`src/rtl/i2c_slv_pkg.sv`:
```
package i2c_slv_pkg;

    typedef enum logic [2:0] {
        ST_IDLE,
        ST_ADDR,
        ST_AACK,
        ST_WDATA,
        ST_WACK,
        ST_RDATA,
        ST_RACK
    } slv_state_e;

    typedef struct packed {
        slv_state_e st;
        logic [2:0] cnt;
        logic [7:0] sh;
        logic       rw;
        logic       oe;
        logic       hold;
        logic       armed;
        logic       rxv;
        logic       txr;
        logic [7:0] rxd;
    } slv_core_s;

endpackage

```
`src/rtl/i2c_glitch_filter.sv`:
```
module i2c_glitch_filter #(
    parameter int FILT_LEN = 4
) (
    input  logic clk,
    input  logic rst_n,
    input  logic raw,
    output logic clean
);
    logic [1:0]          sync_q;
    logic [FILT_LEN-1:0] hist_q;
    logic                clean_q;

    always_ff @(posedge clk or negedge rst_n) begin
        if (!rst_n) begin
            sync_q  <= '1;
            hist_q  <= '1;
            clean_q <= 1'b1;
        end else begin
            sync_q <= {sync_q[0], raw};
            hist_q <= {hist_q[FILT_LEN-2:0], sync_q[1]};
            if (&hist_q)
                clean_q <= 1'b1;
            else if (~|hist_q)
                clean_q <= 1'b0;
        end
    end

    assign clean = clean_q;
endmodule

```
`src/rtl/i2c_line_events.sv`:
```
module i2c_line_events (
    input  logic clk,
    input  logic rst_n,
    input  logic scl_f,
    input  logic sda_f,
    output logic fall_e,
    output logic rise_e,
    output logic start_e,
    output logic stop_e
);
    logic scl_p_q;
    logic sda_p_q;

    always_ff @(posedge clk or negedge rst_n) begin
        if (!rst_n) begin
            scl_p_q <= 1'b1;
            sda_p_q <= 1'b1;
        end else begin
            scl_p_q <= scl_f;
            sda_p_q <= sda_f;
        end
    end

    assign fall_e  = scl_p_q & ~scl_f;
    assign rise_e  = ~scl_p_q & scl_f;
    assign start_e = scl_p_q & scl_f & sda_p_q & ~sda_f;
    assign stop_e  = scl_p_q & scl_f & ~sda_p_q & sda_f;
endmodule

```
`src/rtl/i2c_oversampled_slave.sv`:
```
module i2c_oversampled_slave
    import i2c_slv_pkg::*;
#(
    parameter logic [6:0] SLAVE_ADDR = 7'h2A,
    parameter int         FILT_LEN   = 4
) (
    input  logic       clk,
    input  logic       rst_n,
    input  logic       scl_i,
    input  logic       sda_i,
    output logic       sda_oe,
    output logic [7:0] rx_data,
    output logic       rx_valid,
    input  logic       rx_ready,
    input  logic [7:0] tx_data,
    input  logic       tx_valid,
    output logic       tx_ready
);
    localparam int NLINES = 2;

    logic [NLINES-1:0] raw_w;
    logic [NLINES-1:0] clean_w;
    logic scl_f, sda_f;
    logic fall_e, rise_e, start_e, stop_e;

    assign raw_w = {sda_i, scl_i};

    for (genvar g = 0; g < NLINES; g++) begin : g_line
        i2c_glitch_filter #(.FILT_LEN(FILT_LEN)) u_filt (
            .clk   (clk),
            .rst_n (rst_n),
            .raw   (raw_w[g]),
            .clean (clean_w[g])
        );
    end

    assign scl_f = clean_w[0];
    assign sda_f = clean_w[1];

    i2c_line_events u_evt (
        .clk     (clk),
        .rst_n   (rst_n),
        .scl_f   (scl_f),
        .sda_f   (sda_f),
        .fall_e  (fall_e),
        .rise_e  (rise_e),
        .start_e (start_e),
        .stop_e  (stop_e)
    );

    slv_core_s core_d, core_q;
    logic [7:0] tx_pick;
    logic [7:0] shin;
    logic       last_bit;

    assign tx_pick  = tx_valid ? tx_data : 8'hFF;
    assign shin     = {core_q.sh[6:0], core_q.hold};
    assign last_bit = (core_q.cnt == 3'd7);

    always_comb begin
        core_d     = core_q;
        core_d.rxv = 1'b0;
        core_d.txr = 1'b0;
        if (scl_f)
            core_d.hold = sda_f;
        if (rise_e)
            core_d.armed = 1'b1;

        if (stop_e) begin
            core_d.st    = ST_IDLE;
            core_d.oe    = 1'b0;
            core_d.cnt   = '0;
            core_d.armed = 1'b0;
        end else if (start_e) begin
            core_d.st    = ST_ADDR;
            core_d.oe    = 1'b0;
            core_d.cnt   = '0;
            core_d.armed = 1'b0;
        end else if (fall_e) begin
            core_d.armed = 1'b0;
            if (core_q.armed) begin
                unique case (core_q.st)
                    ST_ADDR: begin
                        core_d.sh  = shin;
                        core_d.cnt = 3'(core_q.cnt + 3'd1);
                        if (last_bit) begin
                            if (shin[7:1] == SLAVE_ADDR) begin
                                core_d.st = ST_AACK;
                                core_d.oe = 1'b1;
                                core_d.rw = shin[0];
                            end else begin
                                core_d.st = ST_IDLE;
                            end
                        end
                    end
                    ST_AACK: begin
                        core_d.cnt = '0;
                        if (core_q.rw) begin
                            core_d.st  = ST_RDATA;
                            core_d.sh  = tx_pick;
                            core_d.oe  = ~tx_pick[7];
                            core_d.txr = 1'b1;
                        end else begin
                            core_d.st = ST_WDATA;
                            core_d.oe = 1'b0;
                        end
                    end
                    ST_WDATA: begin
                        core_d.sh  = shin;
                        core_d.cnt = 3'(core_q.cnt + 3'd1);
                        if (last_bit) begin
                            core_d.rxv = 1'b1;
                            core_d.rxd = shin;
                            if (rx_ready) begin
                                core_d.st = ST_WACK;
                                core_d.oe = 1'b1;
                            end else begin
                                core_d.st = ST_IDLE;
                                core_d.oe = 1'b0;
                            end
                        end
                    end
                    ST_WACK: begin
                        core_d.st  = ST_WDATA;
                        core_d.oe  = 1'b0;
                        core_d.cnt = '0;
                    end
                    ST_RDATA: begin
                        core_d.cnt = 3'(core_q.cnt + 3'd1);
                        if (last_bit) begin
                            core_d.st = ST_RACK;
                            core_d.oe = 1'b0;
                        end else begin
                            core_d.sh = {core_q.sh[6:0], 1'b1};
                            core_d.oe = ~core_q.sh[6];
                        end
                    end
                    ST_RACK: begin
                        core_d.cnt = '0;
                        if (!core_q.hold) begin
                            core_d.st  = ST_RDATA;
                            core_d.sh  = tx_pick;
                            core_d.oe  = ~tx_pick[7];
                            core_d.txr = 1'b1;
                        end else begin
                            core_d.st = ST_IDLE;
                            core_d.oe = 1'b0;
                        end
                    end
                    default: begin
                        core_d.st = ST_IDLE;
                        core_d.oe = 1'b0;
                    end
                endcase
            end
        end
    end

    always_ff @(posedge clk or negedge rst_n) begin
        if (!rst_n) begin
            core_q       <= '0;
            core_q.st    <= ST_IDLE;
            core_q.hold  <= 1'b1;
        end else begin
            core_q <= core_d;
        end
    end

    assign sda_oe   = core_q.oe;
    assign rx_data  = core_q.rxd;
    assign rx_valid = core_q.rxv;
    assign tx_ready = core_q.txr;
endmodule

```
`config.mk`:
```
export PLATFORM = sky130hd
export DESIGN_NAME = i2c_oversampled_slave
export DESIGN_NICKNAME = d
export VERILOG_FILES = /design/src/rtl/i2c_slv_pkg.sv /design/src/rtl/i2c_glitch_filter.sv /design/src/rtl/i2c_line_events.sv /design/src/rtl/i2c_oversampled_slave.sv
export SDC_FILE = /design/constraint.sdc
export NUM_CORES = 1
export LEC_CHECK = 0
export ABC_AREA = 0
export BUFFER_PORTS_ARGS = -buffer_cell sky130_fd_sc_hd__buf_2
export CAP_MARGIN = 20
export CORE_MARGIN = 8
export CORE_UTILIZATION = 60
export CTS_BUF_LIST = sky130_fd_sc_hd__clkbuf_8
export DETAILED_ROUTE_END_ITERATION = 10
export PLACE_DENSITY = 0.82
export SLEW_MARGIN = 0
export SYNTH_ARGS = -nofsm -noshare
export SYNTH_HDL_FRONTEND = slang
export SYNTH_SLANG_ARGS = --single-unit
```
`constraint.sdc`:
```
create_clock -name clk -period 2.45 [get_ports clk]
set_input_delay 0.1225 -clock clk [delete_from_list [all_inputs] [get_ports clk]]
set_output_delay 0.1225 -clock clk [all_outputs]
set_load 0.01 [all_outputs]
```
==> impl_metrics.json <==
{
  "fp.dieW_um": 74.86,
  "p_sw_share_pct": 25.44,
  "clk_path_buf_depth": 2,
  "start_kind": "flop",
  "fin_area_sq_mm": 0.002250,
  "timing.hold.worst_endpoint": "sda_oe$_DFFE_PN0P_",
  "drt.antenna.violating_nets": 0,
  "setup_viol": 0,
  "vias": 1398,
  "postSynthCellCount": 182,
  "ios": 25,
  "crit_type": "reg2reg",
  "ctsResizeCount": 0,
  "cts_root_buffer": "clkbuf_8",
  "drive_above_1_share_pct": 34.17,
  "clkLatencyLatePin_ns": 0.29,
  "vias_per_cell": 5.706,
  "rows": 21,
  "mappedNetlistNets": 200,
  "start_util_pct": 62.28,
  "cts_inserted_buffers": 5,
  "fin_worst_skew_ns": 0.006025,
  "port_buffers": 24,
  "syn_area_sq_mm": 0.002078,
  "syn_area_per_cell_sq_um": 11.42,
  "yosysTopAreaCell": "dfrtp_1",
  "worstPathMaxFanout": 18,
  "clk_pin_slew_ns": 0.07,
  "route.detailed.drc": 0,
  "netlist_top_cells_count": "dfrtp_1 (26), dfstp_2 (17), nand2_1 (16)",
  "clkPwrFrac_pct": 29.5,
  "seq_power_share_pct": 59.7,
  "die_h_um": 74.86,
  "grt_max_degree": 44,
  "hold_path.class": "in2reg",
  "p_leak_nw": 0.9658,
  "switching_power_mw": 0.3512,
  "core_sq_mm": 0.003337,
  "num_antenna_cells": 0,
  "synthFlopType": "dfrtp_1",
  "synth.most_common_cell": "dfrtp_1",
  "internal-power_mw": 1.029,
  "place_ws_ns": 0.5089,
  "wl_mm": 4.038,
  "p_per_area_mw_per_mm2": 613.5,
  "hold_path_startpoint": "tx_data[7]",
  "end_kind": "flop",
  "place_congestion": 0.9380,
  "nNetsFinal": 216,
  "antenna_found_initial": 0,
  "synth_top_cell_area_share_pct": 31.31,
  "hold_path_depth": 3,
  "cts_sinks": 43,
  "max_cap_violations": 0,
  "drtIter0Drc": 91,
  "track_usage_pct": 15.79,
  "dp_hpwl_mm": 2.901,
  "die-area_sq_mm": 0.005603,
  "reg2reg_to": "core_q[25]$_DFFE_PN0P_",
  "worst_slew_pin_slew_ns": 0.8795,
  "synth_area_leaders": "dfrtp_1 (31%), dfstp_2 (21%), mux2_4 (5.8%)",
  "dr.pass1.iters": 4,
  "synth_cell_types": 46,
  "rsz0062_at_grt": "false",
  "relSlewSlack_pct": 41.37,
  "fmax_ghz": 0.4843,
  "finalCoreUtilization_pct": 67.42,
  "rrSetupSlack_ns": 0.39,
  "fin_ws_ns": 0.3851,
  "grt_pass1_vias": 1404,
  "worstRegToRegCells": 4,
  "synth_edf_count": 0,
  "final-max-slew-violation-count": 0,
  "placed_cell_area_sq_mm": 0.002138,
  "synth.ff_latch_count": 43,
  "yosysSeqAreaShare_pct": 52.80,
  "syn_to_final_growth_pct": 8.248,
  "fillers": 246,
  "wl_per_cell_um": 16.48,
  "cts_max_level": 2,
  "post_cts_buffers": 0,
  "fin_crit_ns": 2.065,
  "cp.arrival_ns": 2.29,
  "cts_tree": "done",
  "crit_required_ns": 2.68,
  "comb_power_share_pct": 10.8,
  "yosysWarnings": 0,
  "status": "finished clean",
  "final_hold_viol_count": 0,
  "grt_overflow_total": 0,
  "fin_crit_sh_pct": 84.28,
  "postSynth.asyncResetShare_pct": 100.0,
  "reg2reg_from": "core_q[25]$_DFFE_PN0P_",
  "setup-tns-final_ns": 0,
  "ir_drop_uv": 506.4,
  "grt_pass1_wl_mm": 6.644
}
[cell usage in the layout (no fill, tap or decap), types with 2 or more instances in the layout]
cell           instances
nand3_1                4
dfstp_2               17
dlygate4sd3_1          3
o31ai_1                2
buf_2                 24
nand2b_1               2
nor2b_1                2
nor4bb_1               2
o21ai_0               13
a32o_1                 2
a22o_1                 3
nand2_1               16
clkbuf_8               5
dfrtp_1               26
nor4b_1                2
o32a_1                 2
mux2_2                 7
nor2_1                14
mux2_4                 8
inv_1                  8
a21oi_1                9
ha_1                   4
or3_1                  2
[power groups by stage]
stage	sequential [mW]	combinational, mW	clock, mW
after CTS	0.822	0.150	0.426
after detailed placement	0.835	0.145	0
after global placement	0.830	0.136	0
after global routing	0.830	0.166	0.453
final	0.824	0.149	0.408
after floorplan	0.814	0.105	0
[repair_timing]
action,CTS,global route
endpoints found under the hold margin,28,0
setup endpoints to repair,0,0
hold buffers,3,0
[per-layer routing]
metal	GRT usage [%]	up-vias	part of all wire, %
met2	24.86	29	50
met3	5.193	8	5.1
li1	-	669	-
met5	0	-	0
met4	7.609	0	1.9
met1	18.94	692	43
[final cells by class]
class | count | area (sq um) | share of cell area (%)
Timing Repair Buffer | 27 | 150.1 | 6.674
Tap cell | 46 | 57.56 | 2.558
Inverter | 6 | 22.52 | 1.001
Multi-Input combinational cell | 115 | 840.8 | 37.37
Clock inverter | 3 | 12.51 | 0.5562
Clock buffer | 5 | 68.82 | 3.059
Sequential cell | 43 | 1097 | 48.78
[cells by family (layout without fill, tap and decap cells)]
| kind of cell | count (synthesis) | after routing | synth area share (%) |
|---|---|---|---|
| AOI/OAI and AO/OA | 45 | 45 | 15.47 |
| muxes | 15 | 15 | 9.573 |
| buffers and inverters | 24 | 41 | 6.742 |
| and+or+nand+nor | 49 | 49 | 11.80 |
| DFF | 43 | 43 | 52.80 |
| adders and majority gates | 4 | 4 | 2.408 |
| xor gates and xnor gates | 2 | 2 | 1.204 |
[worst max-delay path: stages, from the launching register on]
cell	delay (ns)
dfrtp_1	0.69
a21boi_2	0.61
a21oi_1	0.20
a21oi_1	0.29
a22o_1	0.20
[sequential cells by signal, indices dropped and copies added, names as in the netlist]
register and count:
sda_oe 1, g_line.u_filt.sync_q 4, rx_data 8, u_evt.scl_p_q 1, g_line.u_filt.hist_q 8, g_line.u_filt.clean 2, rx_valid 1, u_evt.sda_p_q 1
tx_ready 1, core_q 16
[worst max path at each step]
stage | startpoint | to | slack, ns | cells past startpoint
final | core_q[25]$_DFFE_PN0P_ | core_q[25]$_DFFE_PN0P_ | 0.39 | 4
after global routing | core_q[25]$_DFFE_PN0P_ | core_q[25]$_DFFE_PN0P_ | 0.22 | 4
after CTS | core_q[25]$_DFFE_PN0P_ | core_q[25]$_DFFE_PN0P_ | 0.42 | 4
after detailed placement | core_q[25]$_DFFE_PN0P_ | core_q[15]$_DFFE_PN0P_ | 0.51 | 3
after global placement | u_evt.scl_p_q$_DFF_PN1_ | rx_data[5]$_DFFE_PN0P_ | 0.60 | 5
after floorplan | u_evt.scl_p_q$_DFF_PN1_ | rx_data[0]$_DFFE_PN0P_ | 0.65 | 6
[per-stage QoR]
| step | instances | hold slack [ns] | total power, mW |
|---|---|---|---|
| final | 245 | 0.1915 | 1.380 |
| after global routing | 245 | 0.2018 | 1.448 |
| after floorplan | 182 | -0.1731 | 0.9186 |
| after detailed placement | 234 | 0.2317 | 0.9797 |
| after CTS | 245 | 0.1601 | 1.398 |
| after global placement | 234 | 0.2290 | 0.9667 |
No activity file was read; power rests on OpenSTA's default activity.
